### src/rtl/gray_cnt_pkg.sv
package gray_cnt_pkg;

  localparam int unsigned GC_DEFAULT_WIDTH = 6;

  // Direction encoding carried on cnt_up.
  typedef enum logic {
    GC_DOWN = 1'b0,
    GC_UP   = 1'b1
  } gc_dir_e;

endpackage

### src/rtl/gray_cnt_next.sv
// Next-state computation for the binary count.
module gray_cnt_next
  import gray_cnt_pkg::*;
#(
  parameter int unsigned WIDTH = GC_DEFAULT_WIDTH
) (
  input  logic [WIDTH-1:0] cur_bin,
  input  logic             step_en,
  input  logic             step_dir,
  output logic [WIDTH-1:0] nxt_bin
);

  localparam logic [WIDTH-1:0] ONE = WIDTH'(1);

  gc_dir_e dir;
  assign dir = gc_dir_e'(step_dir);

  always_comb begin
    nxt_bin = cur_bin;
    if (step_en) begin
      if (dir == GC_UP) nxt_bin = cur_bin + ONE;
      else              nxt_bin = cur_bin - ONE;
    end
  end

endmodule

### src/rtl/gray_cnt_b2g.sv
// Binary to Gray conversion built from a generated row of XOR gates.
module gray_cnt_b2g #(
  parameter int unsigned WIDTH = 6
) (
  input  logic [WIDTH-1:0] bin_in,
  output logic [WIDTH-1:0] gray_out
);

  localparam int unsigned TOP = WIDTH - 1;

  assign gray_out[TOP] = bin_in[TOP];

  generate
    for (genvar k = 0; k < TOP; k++) begin : g_xor
      assign gray_out[k] = bin_in[k+1] ^ bin_in[k];
    end
  endgenerate

endmodule

### src/rtl/gray_step_counter.sv
// Binary and Gray registers both loaded from the same next-state value.
module gray_step_counter
  import gray_cnt_pkg::*;
#(
  parameter int unsigned WIDTH = GC_DEFAULT_WIDTH
) (
  input  logic             clk,
  input  logic             rst_n,
  input  logic             cnt_en,
  input  logic             cnt_up,
  output logic [WIDTH-1:0] bin_q,
  output logic [WIDTH-1:0] gray_q
);

  logic [WIDTH-1:0] bin_r;
  logic [WIDTH-1:0] gray_r;
  logic [WIDTH-1:0] bin_d;
  logic [WIDTH-1:0] gray_d;
  logic             load_en;

  gray_cnt_next #(.WIDTH(WIDTH)) u_next (
    .cur_bin  (bin_r),
    .step_en  (cnt_en),
    .step_dir (cnt_up),
    .nxt_bin  (bin_d)
  );

  // Gray value is taken from the binary D-input, not from bin_r.
  gray_cnt_b2g #(.WIDTH(WIDTH)) u_b2g (
    .bin_in   (bin_d),
    .gray_out (gray_d)
  );

  assign load_en = cnt_en;

  always_ff @(posedge clk or negedge rst_n) begin
    if (!rst_n) begin
      bin_r  <= '0;
      gray_r <= '0;
    end else if (load_en) begin
      bin_r  <= bin_d;
      gray_r <= gray_d;
    end
  end

  assign bin_q  = bin_r;
  assign gray_q = gray_r;

  // idle edges leave both registers untouched.
  p_hold_r2: assert property (@(posedge clk) disable iff (!rst_n)
    !cnt_en |=> ($stable(bin_q) && $stable(gray_q)));

  // an enabled up step adds one modulo 2^WIDTH.
  p_inc_r3: assert property (@(posedge clk) disable iff (!rst_n)
    (cnt_en && cnt_up) |=> (bin_q == WIDTH'($past(bin_q) + WIDTH'(1))));

  // an enabled down step subtracts one modulo 2^WIDTH.
  p_dec_r4: assert property (@(posedge clk) disable iff (!rst_n)
    (cnt_en && !cnt_up) |=> (bin_q == WIDTH'($past(bin_q) - WIDTH'(1))));

  // the two registers describe the same count in every cycle.
  p_in_step_r5: assert property (@(posedge clk) disable iff (!rst_n)
    gray_q == (bin_q ^ (bin_q >> 1)));

  // each enabled step flips exactly one Gray bit.
  p_one_bit_r6: assert property (@(posedge clk) disable iff (!rst_n)
    cnt_en |=> ($countones(gray_q ^ $past(gray_q)) == 1));

  // the downward wrap lands on all-ones with a lone top Gray bit.
  p_wrap_down_r7: assert property (@(posedge clk) disable iff (!rst_n)
    (cnt_en && !cnt_up && bin_q == '0) |=>
      (bin_q == '1 && gray_q == (WIDTH'(1) << (WIDTH - 1))));

endmodule

### config.mk
export PLATFORM = sky130hd
export DESIGN_NAME = gray_step_counter
export DESIGN_NICKNAME = d
export VERILOG_FILES = /design/src/rtl/gray_cnt_pkg.sv /design/src/rtl/gray_cnt_next.sv /design/src/rtl/gray_cnt_b2g.sv /design/src/rtl/gray_step_counter.sv
export SDC_FILE = /design/constraint.sdc
export NUM_CORES = 1
export LEC_CHECK = 0
export ABC_AREA = 0
export BUFFER_PORTS_ARGS = -buffer_cell sky130_fd_sc_hd__buf_2
export CAP_MARGIN = 20
export CORE_ASPECT_RATIO = 1.5
export CORE_MARGIN = 10
export CORE_UTILIZATION = 40
export CTS_CLUSTER_DIAMETER = 120
export DETAILED_ROUTE_END_ITERATION = 8
export SLEW_MARGIN = 20
export SYNTH_ARGS = -nofsm -noshare
export SYNTH_HDL_FRONTEND = slang
export SYNTH_HIERARCHICAL = 1
export SYNTH_SLANG_ARGS = --single-unit
### constraint.sdc
create_clock -name clk -period 2.7 [get_ports clk]
set_clock_uncertainty 0.15 [all_clocks]
set_input_delay 0.54 -clock clk [delete_from_list [all_inputs] [get_ports clk]]
set_output_delay 0.54 -clock clk [all_outputs]
set_load 0.01 [all_outputs]
==> impl_metrics.json, run 1 <==
{
  "dpl.hpwl_um": 1120,
  "ys_warn_count": 6,
  "worst_pin_slew_ps": 331,
  "cellLeakagePower_nw": 0.449,
  "hold_viol_final": 0,
  "ant_nets": 0,
  "cts_buffers": 3,
  "seqPwrFrac_pct": 28.7,
  "r2r_cells": 7,
  "fin_cells": 104,
  "clockBufferDepth": 2,
  "worst_path_max_delay_cell": "ha_1",
  "synthTopCellsByArea": "dfrtp_1, mux2_4, mux2_2, xor2_1, ha_1",
  "crit_chain": "buf_2, inv_1, ha_1, o211ai_2, or2_4, a41oi_2, o2111ai_1, xor2_1, mux2_4",
  "hold_path.class": "flop to flop",
  "net-switching-power_mw": 0.488,
  "yosysTopAreaCell": "dfrtp_1",
  "synth_ff_type": "dfrtp_1",
  "status": "finished, final reports clean",
  "gp_congestion": 0.713,
  "hold_depth": 1,
  "synth_top_area_share_pct": 36.5,
  "cellPowerDensity_nw_per_um2": 1340,
  "netlist_instances": 64,
  "synth_compound_area_share_pct": 11.6,
  "grt_max_degree": 14,
  "cts.sink_count": 12,
  "setup_viol": 0,
  "ys_types": 25,
  "power_frac_clock_pct": 8.4,
  "slew_violations": 0,
  "synth_top_family_by_area": "multiplexers",
  "dp_cells": 100,
  "setup.worst_path.end_class": "flop",
  "ys_ff_latch": 12,
  "slowest_delay_ps": 380,
  "fp.dieW_um": 57.0,
  "drv_cap": 0,
  "slew-limit-headroom_pct": 77.9,
  "num_antenna_cells": 0,
  "wl_um": 1440,
  "ir_drop_mv": 0.570,
  "fin_nets": 93,
  "layout-drive-gt1-share_pct": 47.6,
  "ios": 16,
  "synth_mux_area_share_pct": 25.1,
  "clock_latency_ps": 260,
  "port_buffers": 15,
  "grt_pass1_vias": 553,
  "avgSynthCellArea_um2": 12.9,
  "p_int_mw": 0.782,
  "synth_simple_gate_area_share_pct": 5.47,
  "overflow": 0,
  "syn_area_um2": 823,
  "drtIter0Drc": 6,
  "dr.pass1.iters": 3,
  "drt-vias-per-instance": 5.25,
  "rsz0062_at_grt": "no",
  "fp.coreArea_um2": 2000,
  "sw_frac_of_total_pct": 38.4,
  "synth_edf_count": 0,
  "grt_pass1_wl_um": 2380,
  "synth_xor_xnor_area_share_pct": 9.57,
  "grt_usage_pct": 6.74,
  "wire_per_inst_um": 13.9,
  "cp.required_ps": 2700,
  "antenna_found_initial": 0,
  "max_freq_mhz": 419,
  "areaGrowthSynthToFinish_pct": 15.3,
  "rows": 20,
  "synthArstFlopShare_pct": 100,
  "min_period_ps": 2380,
  "seq_area_frac_synth_pct": 36.5,
  "syn_nets": 73,
  "drc_errors": 0,
  "power_mw": 1.27,
  "num_vias": 546,
  "arrival_ps": 2380,
  "clockRootBuffer": "clkbuf_4",
  "synth_fa_ha_area_share_pct": 8.51,
  "path_clk_slew_ps": 70,
  "die_h_um": 75.6,
  "fin_crit_sh_pct": 88.3,
  "die_area_um2": 4310,
  "start_util_pct": 41.1,
  "ctsHtreeMaxLevel": 1,
  "finalSetupTns_ps": 0,
  "critPathLaunchType": "input port",
  "p_comb_share_pct": 62.9,
  "path_max_fanout": 5,
  "holdWs_ps": 354,
  "tritoncts": "yes",
  "worstSetupPathType": "input port to flop"
}
==> path summary, 6_finish.rpt <==
check                           slack [ps]        end      start
worst max-delay path                   320  gray_q[4]     cnt_up
worst max register to register         360  gray_q[4]   bin_q[0]
worst min-delay path                   350  gray_q[5]  gray_q[5]
worst min register to register         350  gray_q[5]  gray_q[5]
max in group asynchronous             1660   bin_q[3]      rst_n
min in group asynchronous              530  gray_q[2]      rst_n
==> stage by stage <==
step           cell area, µm²  utilization [%]  setup slack, ps
2_1_floorplan             823                -              341
3_3_place_gp              917             45.8             57.2
3_5_place_dp              917             45.8             45.1
4_1_cts                   950             47.4              325
5_1_grt                   950             47.4              206
6_report                  950             47.4              316
==> layout by cell type (no fill, tap or decap), drive strengths merged <==
cell	count
a41oi	1
ha	4
o2111ai	1
nor3	1
clkbuf	3
inv	1
nor3b	1
xor2	6
nor2	1
or2	1
a31oi	1
a21o	2
nand3b	1
a21oi	5
nand2b	2
mux2	15
dlygate4sd3	1
xnor2	3
o211ai	1
a211oi	1
fa	1
dfrtp	12
buf	17
==> metal layers <==
metal / share of wire (%) / global-route usage (%) / vias to the layer above / wire length [µm]
met3: 3.7 / 2.00 / 4 / 53
met4: 2.1 / 4.97 / 0 / 31
met2: 50 / 11.0 / 8 / 718
met1: 44 / 7.25 / 266 / 639
met5: 0 / 0 / - / 0
li1: - / - / 268 / -
==> synthesized netlist by cell type, drive strengths merged (2+ instances only) <==
master / count
a21o: 2
a21oi: 5
buf: 3
dfrtp: 12
ha: 4
mux2: 15
nand2b: 2
xnor2: 3
xor2: 6
==> layout make-up <==
class                           instances  area [µm²]
Timing Repair Buffer                   18         100
Clock buffer                            3        22.5
Inverter                                1        3.75
Fill cell                             205        1050
Sequential cell                        12         300
Multi-Input combinational cell         48         495
Tap cell                               22        27.5
==> kinds of logic after synthesis <==
family	Yosys count
buffers and inverters	4
adder cells (fa/ha/maj)	5
flip-flops	12
AND/OR/NAND/NOR	7
XOR/XNOR	9
multiplexers	15
AO/OA/AOI/OAI	12
==> power by group through the flow <==
stage / logic (mW) / registers [mW] / clock network [mW]
2_1_floorplan: 0.587 / 0.404 / 0
3_3_place_gp: 0.797 / 0.366 / 0
3_5_place_dp: 0.803 / 0.370 / 0
4_1_cts: 0.813 / 0.367 / 0.110
5_1_grt: 0.887 / 0.381 / 0.117
6_report: 0.799 / 0.364 / 0.106
==> registers in the layout, indices dropped and copies added (netlist names) <==
name and flops:
gray_q 6, bin_q 6
==> worst max-delay path, delay by kind of cell <==
kind                     cells  cell delay, ps
multiplexers                 1             270
AO/OA/AOI/OAI                3             510
XOR/XNOR                     1             190
adder cells (fa/ha/maj)      1             380
buffers and inverters        2             230
AND/OR/NAND/NOR              1             250
==> repair_timing <==
item / 4_1_cts / 5_1_grt
hold buffers: 1 / 0
endpoints found under the hold margin: 2 / 0
buffers inserted: 0 / 0
resized for setup: 0 / 0
(Power assumes the default switching activity.)
==> run 2: changes to the inputs <==
==> constraint.sdc (replaced) <==
create_clock -name clk -period 2.8 [get_ports clk]
set_clock_uncertainty 0.15 [all_clocks]
set_input_delay 0.56 -clock clk [delete_from_list [all_inputs] [get_ports clk]]
set_output_delay 0.56 -clock clk [all_outputs]
set_load 0.01 [all_outputs]
==> impl_metrics.json, run 2 (synthesized netlist as in run 1, its figures left out) <==
{
  "rsz0062_at_grt": "no",
  "finalSetupTns_ps": 0,
  "ctsHtreeMaxLevel": 1,
  "grt_pass1_wl_um": 2640,
  "setup.worst_path.end_class": "flop",
  "fin_cells": 102,
  "num_vias": 530,
  "power_frac_clock_pct": 8.6,
  "cellPowerDensity_nw_per_um2": 1310,
  "net-switching-power_mw": 0.472,
  "clockBufferDepth": 2,
  "clock_latency_ps": 260,
  "num_antenna_cells": 0,
  "hold_viol_final": 0,
  "hold_buffers": 0,
  "wl_met3_um": 23,
  "r2r_cells": 7,
  "setup_viol": 0,
  "rrSetupSlack_ps": 460,
  "wl_um": 1470,
  "cellLeakagePower_nw": 0.440,
  "cp.required_ps": 2800,
  "seqPwrFrac_pct": 28.8,
  "ios": 16,
  "max_freq_mhz": 419,
  "multi_input_area_um2": 495,
  "grt_max_degree": 14,
  "grt_pass1_vias": 580,
  "drv_cap": 0,
  "ant_nets": 0,
  "fp.coreArea_um2": 2000,
  "path_max_fanout": 5,
  "dp_cells": 99,
  "grt_usage_pct": 7.55,
  "cts.sink_count": 12,
  "dpl.hpwl_um": 1140,
  "met1Wirelength_um": 700,
  "fillCellCount": 199,
  "die_area_um2": 4310,
  "rows": 20,
  "areaGrowthSynthToFinish_pct": 13.2,
  "clockRootBuffer": "clkbuf_4",
  "drt-vias-per-instance": 5.20,
  "hold_path.class": "input port to asynchronous set/reset pin",
  "arrival_ps": 2390,
  "regToRegStartpoint": "bin_q[0]",
  "slew_violations": 0,
  "ir_drop_mv": 0.572,
  "p_comb_share_pct": 62.5,
  "overflow": 0,
  "dr_wl_met2_um": 720,
  "maxUsedRoutingLayer": "met4",
  "min_period_ps": 2390,
  "final_common_cell": "buf_2",
  "port_buffers": 15,
  "gp_congestion": 0.684,
  "final_cell_mix": "buf_2, dfrtp_1, mux2_4, xor2_1, mux2_2",
  "fp.dieW_um": 57.0,
  "worst_pin_slew_ps": 335,
  "drtIter0Drc": 16,
  "fin_crit_sh_pct": 85.2,
  "wire_per_inst_um": 14.4,
  "slew-limit-headroom_pct": 77.6,
  "status": "finished, final reports clean",
  "post-route-util_pct": 46.6,
  "sw_frac_of_total_pct": 38.8,
  "worstSetupPathType": "input port to flop",
  "critPathLaunchType": "input port",
  "antenna_found_initial": 0,
  "cts.repair.resized": 0,
  "cts_buffers": 3,
  "cts_setup_buffers": 0,
  "start_util_pct": 41.1,
  "path_clk_slew_ps": 70,
  "layout-drive-gt1-share_pct": 47.5,
  "tritoncts": "yes",
  "fin_nets": 91,
  "r2r_end": "gray_q[4]",
  "dr.pass1.iters": 4,
  "ff_latch_area_um2": 300,
  "holdWs_ps": 8.38,
  "die_h_um": 75.6,
  "drc_errors": 0,
  "p_int_mw": 0.746
}
[run 2: stage by stage]
stage	instance area [µm²]	power [mW]	setup slack (ps)
finish	932	1.22	414
global route	932	1.33	238
CTS	932	1.24	401
detailed placement	910	1.12	118
global placement	910	1.11	127
floorplan	823	0.956	421
[run 2: worst max path at each step]
| stage | to | cells past startpoint | slack (ps) | startpoint |
|---|---|---|---|---|
| 2_1_floorplan | gray_q[4] | 8 | 420 | cnt_up |
| 3_3_place_gp | gray_q[4] | 9 | 130 | cnt_up |
| 3_5_place_dp | gray_q[4] | 9 | 120 | cnt_up |
| 4_1_cts | gray_q[4] | 9 | 400 | cnt_up |
| 5_1_grt | gray_q[4] | 9 | 240 | cnt_up |
| 6_report | gray_q[4] | 9 | 410 | cnt_up |
[run 2: routing by layer]
layer	up-vias	track usage (%)
li1	265	-
met3	2	1.50
met5	-	0
met2	6	12.3
met1	257	8.85
met4	0	4.71
[run 2: power by group through the flow]
stage | clock, mW | combinational (mW) | sequential [mW]
floorplan | 0 | 0.566 | 0.390
global placement | 0 | 0.759 | 0.352
detailed placement | 0 | 0.767 | 0.356
CTS | 0.108 | 0.776 | 0.353
global route | 0.116 | 0.845 | 0.372
finish | 0.105 | 0.762 | 0.351
[run 2: worst max-delay path, cell delays in order]
cell	delay (ps)
buf_2	130
inv_1	120
ha_1	380
o211ai_2	110
or2_4	250
a41oi_2	180
o2111ai_1	210
xor2_1	190
mux2_4	270
[run 2: area by class of cell]
| cell class | count | area share, % |
|---|---|---|
| clock buffers | 3 | 2.42 |
| inverters | 1 | 0.403 |
| multi-input cells | 48 | 53.2 |
| flip-flops and latches | 12 | 32.2 |
| well taps | 22 | 2.95 |
| repair buffers | 16 | 8.86 |
